--- src/rtl/gpio_hilo_bank.sv ---
module gpio_hilo_bank #(
  parameter int ADDR_W = 8,
  parameter int SYNC_STAGES = 2
) (
  input  logic              clk,
  input  logic              rst_n,
  input  logic [ADDR_W-1:0] bus_addr,
  input  logic              bus_wr,
  input  logic [31:0]       bus_wdata,
  output logic [31:0]       bus_rdata,
  input  logic [31:0]       pin_in,
  output logic [31:0]       pin_out,
  output logic [31:0]       pin_oe,
  output logic [31:0]       irq_en,
  output logic [31:0]       irq_mask,
  output logic [31:0]       irq_edge,
  output logic [31:0]       irq_pol,
  output logic [31:0]       irq_any_edge,
  output logic [31:0]       deb_en,
  input  logic [31:0]       irq_status,
  input  logic [31:0]       irq_raw,
  output logic [31:0]       eoi_clr
);
  localparam int NCFG = 8;
  localparam int GW = ADDR_W - 3;
  localparam logic [GW-1:0] G_STAT = GW'(10);
  localparam logic [GW-1:0] G_RAW  = GW'(11);
  localparam logic [GW-1:0] G_EOI  = GW'(12);
  localparam logic [GW-1:0] G_EXT  = GW'(14);

  logic          aligned, hi, cfg_hit;
  logic [GW-1:0] grp;
  logic [31:0]   wmask, wval, sel;
  logic [31:0]   cfg [NCFG];
  logic [31:0]   sync_q [SYNC_STAGES];

  assign aligned = (bus_addr[1:0] == 2'b00);
  assign hi      = bus_addr[2];
  assign grp     = bus_addr[ADDR_W-1:3];
  assign cfg_hit = aligned && (grp < GW'(NCFG));
  assign wmask   = hi ? {bus_wdata[31:16], 16'h0} : {16'h0, bus_wdata[31:16]};
  assign wval    = hi ? {bus_wdata[15:0], 16'h0}  : {16'h0, bus_wdata[15:0]};

  for (genvar g = 0; g < NCFG; g++) begin : g_cfg
    always_ff @(posedge clk or negedge rst_n) begin
      if (!rst_n)
        cfg[g] <= '0;
      else if (bus_wr && cfg_hit && grp == GW'(g))
        cfg[g] <= (cfg[g] & ~wmask) | (wval & wmask);
    end
  end

  always_ff @(posedge clk or negedge rst_n) begin
    if (!rst_n) begin
      for (int s = 0; s < SYNC_STAGES; s++) sync_q[s] <= '0;
    end else begin
      sync_q[0] <= pin_in;
      for (int s = 1; s < SYNC_STAGES; s++) sync_q[s] <= sync_q[s-1];
    end
  end

  always_comb begin
    sel = '0;
    if (cfg_hit)
      sel = cfg[grp[2:0]];
    else if (aligned) begin
      case (grp)
        G_STAT:  sel = irq_status;
        G_RAW:   sel = irq_raw;
        G_EXT:   sel = sync_q[SYNC_STAGES-1];
        default: sel = '0;
      endcase
    end
  end

  assign bus_rdata = {16'h0, hi ? sel[31:16] : sel[15:0]};
  assign eoi_clr   = (bus_wr && aligned && grp == G_EOI) ? (wval & wmask) : '0;

  assign pin_out      = cfg[0];
  assign pin_oe       = cfg[1];
  assign irq_en       = cfg[2];
  assign irq_mask     = cfg[3];
  assign irq_edge     = cfg[4];
  assign irq_pol      = cfg[5];
  assign irq_any_edge = cfg[6];
  assign deb_en       = cfg[7];

  assert_masked_keep_R2: assert property (@(posedge clk) disable iff (!rst_n)
    (bus_wr && bus_addr == '0) |=>
      (((pin_out[15:0] ^ $past(pin_out[15:0])) & ~$past(bus_wdata[31:16])) == 16'h0));

  assert_other_half_R3: assert property (@(posedge clk) disable iff (!rst_n)
    (bus_wr && bus_addr == ADDR_W'(4)) |=> $stable(pin_out[15:0]));

  assert_upper_zero_R4: assert property (@(posedge clk) disable iff (!rst_n)
    bus_rdata[31:16] == 16'h0);

  assert_eoi_only_on_write_R9: assert property (@(posedge clk) disable iff (!rst_n)
    (eoi_clr != '0) |-> bus_wr);

  assert_misaligned_ignored_R10: assert property (@(posedge clk) disable iff (!rst_n)
    (bus_wr && bus_addr[1:0] != 2'b00) |=>
      ($stable(pin_out) && $stable(pin_oe) && $stable(irq_en) && $stable(deb_en)));
endmodule

--- config.mk ---
export PLATFORM = sky130hd
export DESIGN_NAME = gpio_hilo_bank
export DESIGN_NICKNAME = d
export VERILOG_FILES = /design/src/rtl/gpio_hilo_bank.sv
export SDC_FILE = /design/constraint.sdc
export NUM_CORES = 1
export LEC_CHECK = 0
export BUFFER_PORTS_ARGS = -buffer_cell sky130_fd_sc_hd__buf_2
export CAP_MARGIN = 5
export CORE_AREA = 2 2 178 180
export CTS_CLUSTER_SIZE = 24
export DETAILED_ROUTE_END_ITERATION = 10
export DIE_AREA = 0 0 180 182
export HOLD_SLACK_MARGIN = 0.15
export PLACE_DENSITY_LB_ADDON = 0.1
export SETUP_SLACK_MARGIN = 0.2
export SKIP_LAST_GASP = 1
export SYNTH_ARGS = -nofsm -noshare
export SYNTH_HDL_FRONTEND = slang
export SYNTH_SLANG_ARGS = --single-unit
export TNS_END_PERCENT = 30
--- constraint.sdc ---
create_clock -name clk -period 3.4 [get_ports clk]
set_input_delay 0.34 -clock clk [delete_from_list [all_inputs] [get_ports clk]]
set_output_delay 0.34 -clock clk [all_outputs]
set_load 0.01 [all_outputs]
==> Word level (Yosys, flattened, before mapping) <==
Index checks and enable logic that the tools add are counted.
{ "totals": {"regBits": 320, "output_inout_bits": 320, "wordCells": 66} }
{ "classes": {"magnitude_cmp": 2, "eq_ne": 11, "n_mux": 10, "bitwise_logic": 19, "reduce_logical": 14} }
{ "ops": {"columns": ["cell", "count"], "rows": [
  ["$and 32x32->32", 9],
  ["$or 32x32->32", 8],
  ["$mux 32", 7],
  ["$bmux 32 s3", 1],
  ["$pmux 32 s3", 1],
  ["$not 32->32", 1],
  ["$eq 5x3->1 const B", 4],
  ["$eq 5x4->1 const B", 4],
  ["$mux 16", 1],
  ["$logic_and 1x1->1", 12],
  ["$eq 5x2->1 const B", 2],
  ["$eq 5x1->1 const B", 1],
  ["$logic_not 5->1", 1],
  ["$lt 5x4->1 const B", 1],
  ["$ge 4x4->1 const B", 1],
  ["$not 3->4", 1],
  ["$logic_not 2->1", 1]
]} }

==> Depth between registers and ports, before layout <==
Gate-level depths: netlist of run 1.
{ "logic_depth": {"depth_word": 6, "mapped_depth": 7, "ltp_nobuf": 4} }

==> Least setup slack after synthesis of run 1 <==
OpenSTA, ideal clock, no wires.
{ "synth_timing": {"kind": "input port to output port", "start": "input bus_addr[4]", "end": "output bus_rdata[0]", "arrival_ns": 1.815, "required_ns": 3.060, "path_slack_ns": 1.245, "cell_stages": 7, "path_cell_list": "buf_6 -> or4b_1 -> buf_2 -> buf_6 -> o22ai_1 -> a21oi_1 -> a211oi_1"} }
{ "synth_via": {"elab_chain_cells": 6, "elab_cells_between_ends": 13} }
{ "synth_rtl": {"columns": ["element", "line_no", "source"], "rows": [
  ["from (decl)", "7", "input logic [ADDR_W-1:0] bus_addr,"],
  ["$not 3->4 (not written as such)", "65", "sel = cfg[grp[2:0]];"],
  ["$bmux 32 s3", "65", null],
  ["$mux 32 (not written as such) (2 in a row)", "65", null],
  ["$mux 32 (*)", "64", "if (cfg_hit)"],
  ["$mux 16 (*)", "76", "assign bus_rdata = {16'h0, hi ? sel[31:16] : sel[15:0]};"],
  ["to (decl)", "10", "output logic [31:0] bus_rdata,"]
]} }
Every way passes the cells marked *; elsewhere a longest branch is shown, timed or not. The select of a mux whose other input is x is not followed.

==> Final worst setup path of run 1 <==
Ends and elaborated chain as after synthesis.

==> reports/qor.txt, run 1 <==
largest net degree at the start of global routing - 76
Crit Path Category - in -> out
FF+latch area - 0.00801 mm^2
Final Setup Violations - 0
Static Leak - 11.1 nW
worst min path class - in -> reg
Root Driver - clkbuf_16
DIE HEIGHT - 182 um
Rows - 65
Max FO, Critical Path - 18
crit path DAT - 2.79 ns
status - completed
dpl cells - 2469
share of layout cells above drive strength 1 - 26.9%
synthesized instance count - 1731
final WL - 66.3 mm
DR WL/cell - 25.8 um
GRT overflow - 0
minimum clock period - 3.13 ns
Util after Layout - 64.5%
Initial Util - 51.2%
DIE WIDTH - 180 um
Layout area overhead - 25.9%
max frequency - 319 MHz
Seq/Total Area, Yosys - 50.4%
first-pass GRT wire length - 97.4 mm
Syn. warnings - 0
drt pass-1 iters - 6
Unique masters post-synth - 34
DIE AREA - 0.0328 mm^2
CTS Buffer Depth - 3
DP HPWL - 43.6 mm
fin nets - 2277
ranking of synthesized cells by area - dfrtp_1 (50%), mux2i_1 (10%), nand3_1 (8.1%)
VDD IR max - 342 uV
final hold vios - 0
Worst setup EP type - primary output
Reg clk slew, reported paths - 0.06 ns
worst-case clock skew - 0.00460 ns
Slew @ Worst Pin - 1.31 ns
I/O pins - 459
multi-input logic area - 0.00714 mm^2
pwr dens - 448 mW/mm^2
synthesized area per cell - 9.17 um^2
fin crit share - 92.2%
Worst Setup Start Kind - input port
Critical Path RT - 3.06 ns
Vias - 16.2k
Max Cap Viol - 0
Via density - 6.30
clock sinks - 320
total track usage - 39.3%
share of the synthesized area in the top cell type - 50.4%
Clock H-tree levels - 2
Antenna Nets Post-Route - 0
CTS buffer count - 36
setup_tns - 0 ns
Core Footprint - 0.0310 mm^2
vias in the first global route - 15.7k
Finished Layout Cells - 2567
RD Place Congestion - 0.916
Slew Limit Fails - 0
CTS tree - built
number of remaining DRC errors - 0
WHS - 0.225 ns
initial drt markers - 2053
Clk Latency, worst-skew pair - 0.51 ns
initial antenna violation count - 6
# fillers - 2628
RSZ-0062 raised after global routing - false
Synth area leader - dfrtp_1
Synth Cell Area - 0.0159 mm^2
Worst slew margin - 10.2%
Buffers on Ports - 442
synthesized flop and latch total - 320
[power breakdown]
| group | total, mW | switching (mW) | leakage [nW] | internal, mW |
|---|---|---|---|---|
| sequential | 4.03 | 0.0966 | 4.30 | 3.93 |
| combinational | 0.933 | 0.614 | 6.26 | 0.319 |
| clock | 3.99 | 1.56 | 0.582 | 2.43 |
| total | 8.95 | 2.27 | 11.1 | 6.68 |
[synthesized netlist by cell type (all sizes together)]
master and count:
conb 1, nor3 18, a211oi 15, or2 3, a2111oi 16, mux2i 160
nand2b 19, a21oi 15, nand3 256, and3 32, nand2 273, and2 17
nand4bb 3, dfrtp 320, nor4 10, nor3b 1, o21ai 272, nand4b 1
buf 75, inv 1, or4 3, o22ai 65, or4b 2, clkbuf 112
nor2 17, nor2b 17, or3b 1, nand4 6
[worst max-delay path: stages]
cell and delay [ns]:
buf_2 0.25, or4b_2 0.48, buf_4 0.42, o22ai_1 0.12, a2111oi_0 0.86, a211oi_1 0.12, buf_2 0.20
[kinds of logic after synthesis]
logic type             synth area share (%)
muxes                                  10.1
other                                0.0236
DFF                                    50.4
and+or+nand+nor                        20.6
buffers and inverters                  5.63
AOI/OAI and AO/OA                      13.2
[layout by cell type, fill, tap and decap left out, types with 8 or more instances in the layout]
| cell | Yosys | routed |
|---|---|---|
| and3_1 | 32 | 32 |
| a21oi_1 | 15 | 15 |
| conb_1 | 1 | 16 |
| buf_2 | 46 | 439 |
| o22ai_1 | 65 | 65 |
| mux2i_1 | 160 | 160 |
| nand2_1 | 273 | 273 |
| nor2b_1 | 17 | 17 |
| dlygate4sd3_1 | 0 | 33 |
| nor2_1 | 17 | 17 |
| clkbuf_1 | 112 | 9 |
| a2111oi_0 | 16 | 16 |
| nand2b_1 | 19 | 19 |
| a211oi_1 | 15 | 15 |
| nand3_1 | 256 | 256 |
| nor3_1 | 18 | 16 |
| o21ai_1 | 40 | 40 |
| o21ai_0 | 232 | 232 |
| dfrtp_1 | 320 | 320 |
| buf_4 | 19 | 61 |
| nor4_4 | 0 | 8 |
| and2_1 | 17 | 17 |
| clkbuf_16 | 0 | 37 |
[layout make-up]
type / instances / area share (%)
antenna: 3 / 0.0376
clock buffer: 52 / 5.21
clock inverter: 10 / 0.776
inverter: 1 / 0.0188
multi-input combinational: 1238 / 35.7
sequential: 320 / 40.1
tap: 402 / 2.52
timing repair buffer: 541 / 15.7
[timing repair]
action	CTS	global route
hold buffers	33	0
hold endpoints to repair	98	0
gates resized for setup	0	0
setup buffers	0	0
[final timing paths]
kind / startpoint / to / slack (ns) / cells after the start
setup / recovery: bus_addr[4] / bus_rdata[0] / 0.27 / 7
hold / removal: bus_wdata[4] / flip-flop / 0.22 / 3
setup reg to reg: flip-flop / flip-flop / 2.64 / 2
hold reg to reg: sync_q[49] / sync_q[17] / 0.35 / 0
max in group asynchronous: rst_n / sync_q[25] / 2.14 / 3
min in group asynchronous: rst_n / asynchronous set/reset pin / 0.41 / 2
[metrics by stage]
stage	power (mW)	setup slack (ns)	instance area, um^2
after floorplan	4.52	1.24	15900
after global placement	4.96	0.366	18500
after detailed placement	4.98	0.368	18500
after CTS	8.95	0.373	20000
after global routing	9.20	0.221	20000
final	8.95	0.266	20000
[metal layers]
metal | routed length (um) | vias to the layer above | share of wire (%) | track usage [%]
met5 | 34 | - | 0.051 | 0
met4 | 4150 | 6 | 6.3 | 22.9
met3 | 7260 | 244 | 11 | 9.57
met2 | 31100 | 1165 | 47 | 63.0
met1 | 23700 | 7842 | 36 | 48.5
li1 | - | 6915 | - | -
No activity file was read; power rests on OpenSTA's default activity.
==> inputs of run 2 (changes only) <==
CTS_BUF_LIST = sky130_fd_sc_hd__clkbuf_4 sky130_fd_sc_hd__clkbuf_8 sky130_fd_sc_hd__clkbuf_16   (was default)
==> reports/qor.txt, run 2 (same netlist as run 1, synthesis figures left out) <==
status - completed
routed wl met3 - 7.45 mm
Root Driver - clkbuf_16
Worst slew margin - 6.26%
share of layout cells above drive strength 1 - 27.3%
CTS buffer count - 36
Post-CTS Setup Bufs - 0
Static Leak - 11.2 nW
Worst Setup Start Kind - input port
Crit Path Category - in -> out
final WL - 66.4 mm
fin crit share - 92.1%
first-pass GRT wire length - 97.3 mm
GRT overflow - 0
FF-to-FF path depth - 2
fin nets - 2277
Max Cap Viol - 0
total track usage - 39.2%
Slew @ Worst Pin - 1.37 ns
Vias - 16.2k
initial drt markers - 1928
worst min path class - in -> reg
clock sinks - 320
most frequent cells in the layout - buf_2 (439), dfrtp_1 (320), nand2_1 (273)
final hold vios - 0
Crit-path slowest cell - a2111oi_0
Slew Limit Fails - 0
Rows - 65
critical path's top delay family - compound AO/OA/AOI/OAI gates
CP Launch Point - bus_addr[3]
DIE WIDTH - 180 um
Worst setup EP type - primary output
worst min-delay path startpoint - bus_wdata[4]
worst-case clock skew - 0.00667 ns
Met1 Wirelength - 23.5 mm
Worst Hold Depth - 3
Final Setup Violations - 0
WP buf/inv - 3
Core Footprint - 0.0310 mm^2
Max FO, Critical Path - 44
RD Place Congestion - 0.916
vias in the first global route - 15.8k
setup_tns - 0 ns
DR WL/cell - 25.9 um
Reg clk slew, reported paths - 0.06 ns
I/O pins - 459
minimum clock period - 3.13 ns
met2 WL - 31.0 mm
Reg2Reg Setup Slack - 2.63 ns
max frequency - 319 MHz
Clk Latency, worst-skew pair - 0.51 ns
VDD IR max - 344 uV
Layout area overhead - 26.1%
total power - 9.03 mW
crit path DAT - 2.79 ns
Initial Util - 51.2%
Util after Layout - 64.6%
critical-path cell list - clkbuf_8 -> nand4bb_1 -> buf_4 -> o22ai_1 -> a2111oi_0 -> a211oi_1 -> buf_2
largest net degree at the start of global routing - 76
drt pass-1 iters - 5
initial antenna violation count - 6
Critical Path RT - 3.06 ns
Via density - 6.30
Worst path depth - 7
Top Metal Used - met5
RSZ-0062 raised after global routing - false
DP HPWL - 43.6 mm
CTS tree - built
Antenna Nets Post-Route - 0
DIE HEIGHT - 182 um
number of remaining DRC errors - 0
pwr dens - 451 mW/mm^2
Buffers on Ports - 442
Worst path max stage delay - 1.14 ns
DIE AREA - 0.0328 mm^2
Clock H-tree levels - 2
CTS Buffer Depth - 3
most common cell after layout, fill and taps aside - buf_2
WHS - 0.223 ns
run 2: per-layer routing:
layer | vias to the layer above | GRT usage (%)
li1 | 6921 | -
met1 | 7794 | 48.2
met2 | 1183 | 63.0
met3 | 266 | 9.83
met4 | 6 | 23.1
met5 | - | 0
run 2: how the worst max path moves through the flow:
stage | end | slack [ns]
global route | bus_rdata[0] | 0.22
floorplan | bus_rdata[0] | 1.24
global placement | bus_rdata[8] | 0.37
detailed placement | bus_rdata[8] | 0.37
finish | bus_rdata[6] | 0.27
CTS | bus_rdata[8] | 0.37
run 2: stage by stage:
| stage | worst slack, ns | std cells | cell area, um^2 |
|---|---|---|---|
| final | 0.267 | 2566 | 20000 |
| after global routing | 0.221 | 2565 | 20000 |
| after CTS | 0.373 | 2564 | 20000 |
| after detailed placement | 0.368 | 2469 | 18500 |
| after global placement | 0.366 | 2469 | 18500 |
| after floorplan | 1.24 | 1746 | 15900 |
run 2: final cells by class:
class                      instances  area, um^2
clock inverter                    10         155
inverter                           1        3.75
timing repair buffer             541        3130
sequential                       320        8010
fill                            2622       11000
tap                              402         503
clock buffer                      52        1080
multi-input combinational       1238        7140
antenna                            2        5.00
run 2: tightest hold or removal path: cells and delay by family:
family | cells | cell delay, ns
buf+inv | 1 | 0.20
simple gates | 2 | 0.15
run 2: power by group:
group	internal (mW)	switching, mW
clock network	2.50	1.57
registers	3.93	0.0965
logic	0.319	0.614
run 2: repair_timing:
action,CTS,global route
resized for setup,0,0
endpoints found under the hold margin,98,0
hold buffers,33,0
==> inputs of run 3 (changes only) <==
CORE_AREA = default   (was 2 2 178 180)
CORE_ASPECT_RATIO = 0.75   (was default)
CORE_MARGIN = 2   (was default)
CORE_UTILIZATION = 30   (was default)
DIE_AREA = default   (was 0 0 180 182)
==> reports/qor.txt, run 3 (same netlist as run 1, synthesis figures left out) <==
CTS Buffer Depth - 3
dpl cells - 2789
Initial Util - 30.6%
Slew Limit Fails - 0
Place WS - 0.239 ns
Vias - 15.9k
first-pass GRT wire length - 113 mm
setup ws final - 0.292 ns
Final Setup Violations - 0
number of remaining DRC errors - 0
Reg clk slew, reported paths - 0.06 ns
Via density - 5.50
CP Launch Point - bus_addr[4]
vias in the first global route - 15.8k
Max Cap Viol - 0
final hold vios - 0
Static Leak - 11.3 nW
Layout area overhead - 29.7%
Crit Path Category - in -> out
CTS buffer count - 38
fin nets - 2299
most common cell after layout, fill and taps aside - buf_2
Clock H-tree levels - 2
FF-to-FF path depth - 2
worst min path class - in -> reg
largest net degree at the start of global routing - 89
DR WL/cell - 27.4 um
initial drt markers - 1671
initial antenna violation count - 6
Antenna Nets Post-Route - 0
Clk Latency, worst-skew pair - 0.56 ns
Reg2Reg Setup Slack - 2.63 ns
Core Footprint - 0.0519 mm^2
RSZ-0062 raised after global routing - true
Worst setup EP type - primary output
Root Driver - clkbuf_16
Max FO, Critical Path - 14
setup_tns - 0 ns
minimum clock period - 3.11 ns
crit path DAT - 2.77 ns
RD Place Congestion - 0.887
share of layout cells above drive strength 1 - 28.1%
pwr dens - 450 mW/mm^2
drt pass-1 iters - 6
Rows - 72
max frequency - 322 MHz
crit path to - bus_rdata[10]
FF+latch area - 0.00801 mm^2
Worst Setup Start Kind - input port
total track usage - 28.2%
Critical Path RT - 3.06 ns
DP HPWL - 54.1 mm
Buffers on Ports - 442
Finished Layout Cells - 2891
Slew @ Worst Pin - 1.01 ns
DIE AREA - 0.0548 mm^2
DIE WIDTH - 270 um
CTS tree - built
DIE HEIGHT - 203 um
VDD IR max - 293 uV
worst-case clock skew - 0.00640 ns
I/O pins - 459
# fillers - 5272
status - completed
fin crit share - 91.4%
multi-input logic area - 0.00714 mm^2
clock sinks - 320
Worst slew margin - 32.6%
most frequent cells in the layout - buf_2 (439), dfrtp_1 (320), nand2_1 (273)
GRT overflow - 0
WHS - 0.182 ns
final WL - 79.1 mm
run 3: how the worst min path moves through the flow:
stage | startpoint | end | slack, ns | cells past startpoint
2_1_floorplan | rst_n | asynchronous set/reset pin | 0.04 | 0
3_3_place_gp | sync_q[62] | sync_q[30] | 0.33 | 0
3_5_place_dp | sync_q[48] | sync_q[16] | 0.33 | 0
4_1_cts | bus_wdata[14] | flip-flop | 0.15 | 3
5_1_grt | bus_wdata[5] | flip-flop | 0.18 | 3
6_report | bus_wdata[14] | flip-flop | 0.18 | 3
run 3: through the flow:
stage,total power [mW],instance area [um^2],util (%)
2_1_floorplan,4.52,15900,-
3_3_place_gp,5.05,19000,36.6
3_5_place_dp,5.05,19000,36.6
4_1_cts,9.34,20600,39.7
5_1_grt,9.59,20600,39.7
6_report,9.26,20600,39.7
run 3: area by class of cell:
class	instances	share of cell area (%)
Antenna cell	2	0.0243
Clock buffer	49	5.22
Multi-Input combinational cell	1238	34.7
Clock inverter	17	0.930
Inverter	1	0.0182
Timing Repair Buffer	561	16.0
Sequential cell	320	38.9
Tap cell	703	4.27
run 3: power breakdown:
group | switching [mW] | total [mW] | internal, mW
Sequential | 0.0925 | 4.02 | 3.93
Clock | 1.77 | 4.25 | 2.48
Combinational | 0.658 | 0.993 | 0.335
run 3: routing by layer:
layer | up-vias | GRT usage, % | routed length, um
met5 | - | 0 | 46
met4 | 8 | 9.13 | 2350
met3 | 135 | 6.88 | 6820
met2 | 789 | 45.9 | 37200
met1 | 8001 | 36.9 | 32700
li1 | 6956 | - | -
run 3: what timing repair did:
action | CTS | global route
gates resized for setup | 0 | 1
setup endpoints to repair | 0 | 2
buffers inserted | 0 | 0
endpoints found under the hold margin | 116 | 0
hold buffers | 34 | 0
run 3: worst max-delay path, cell delays in order:
cell       delay [ns]
buf_2            0.25
or4b_2           0.90
o21ai_0          0.24
a2111oi_0        0.09
buf_4            0.16
a211oi_1         0.53
buf_2            0.24
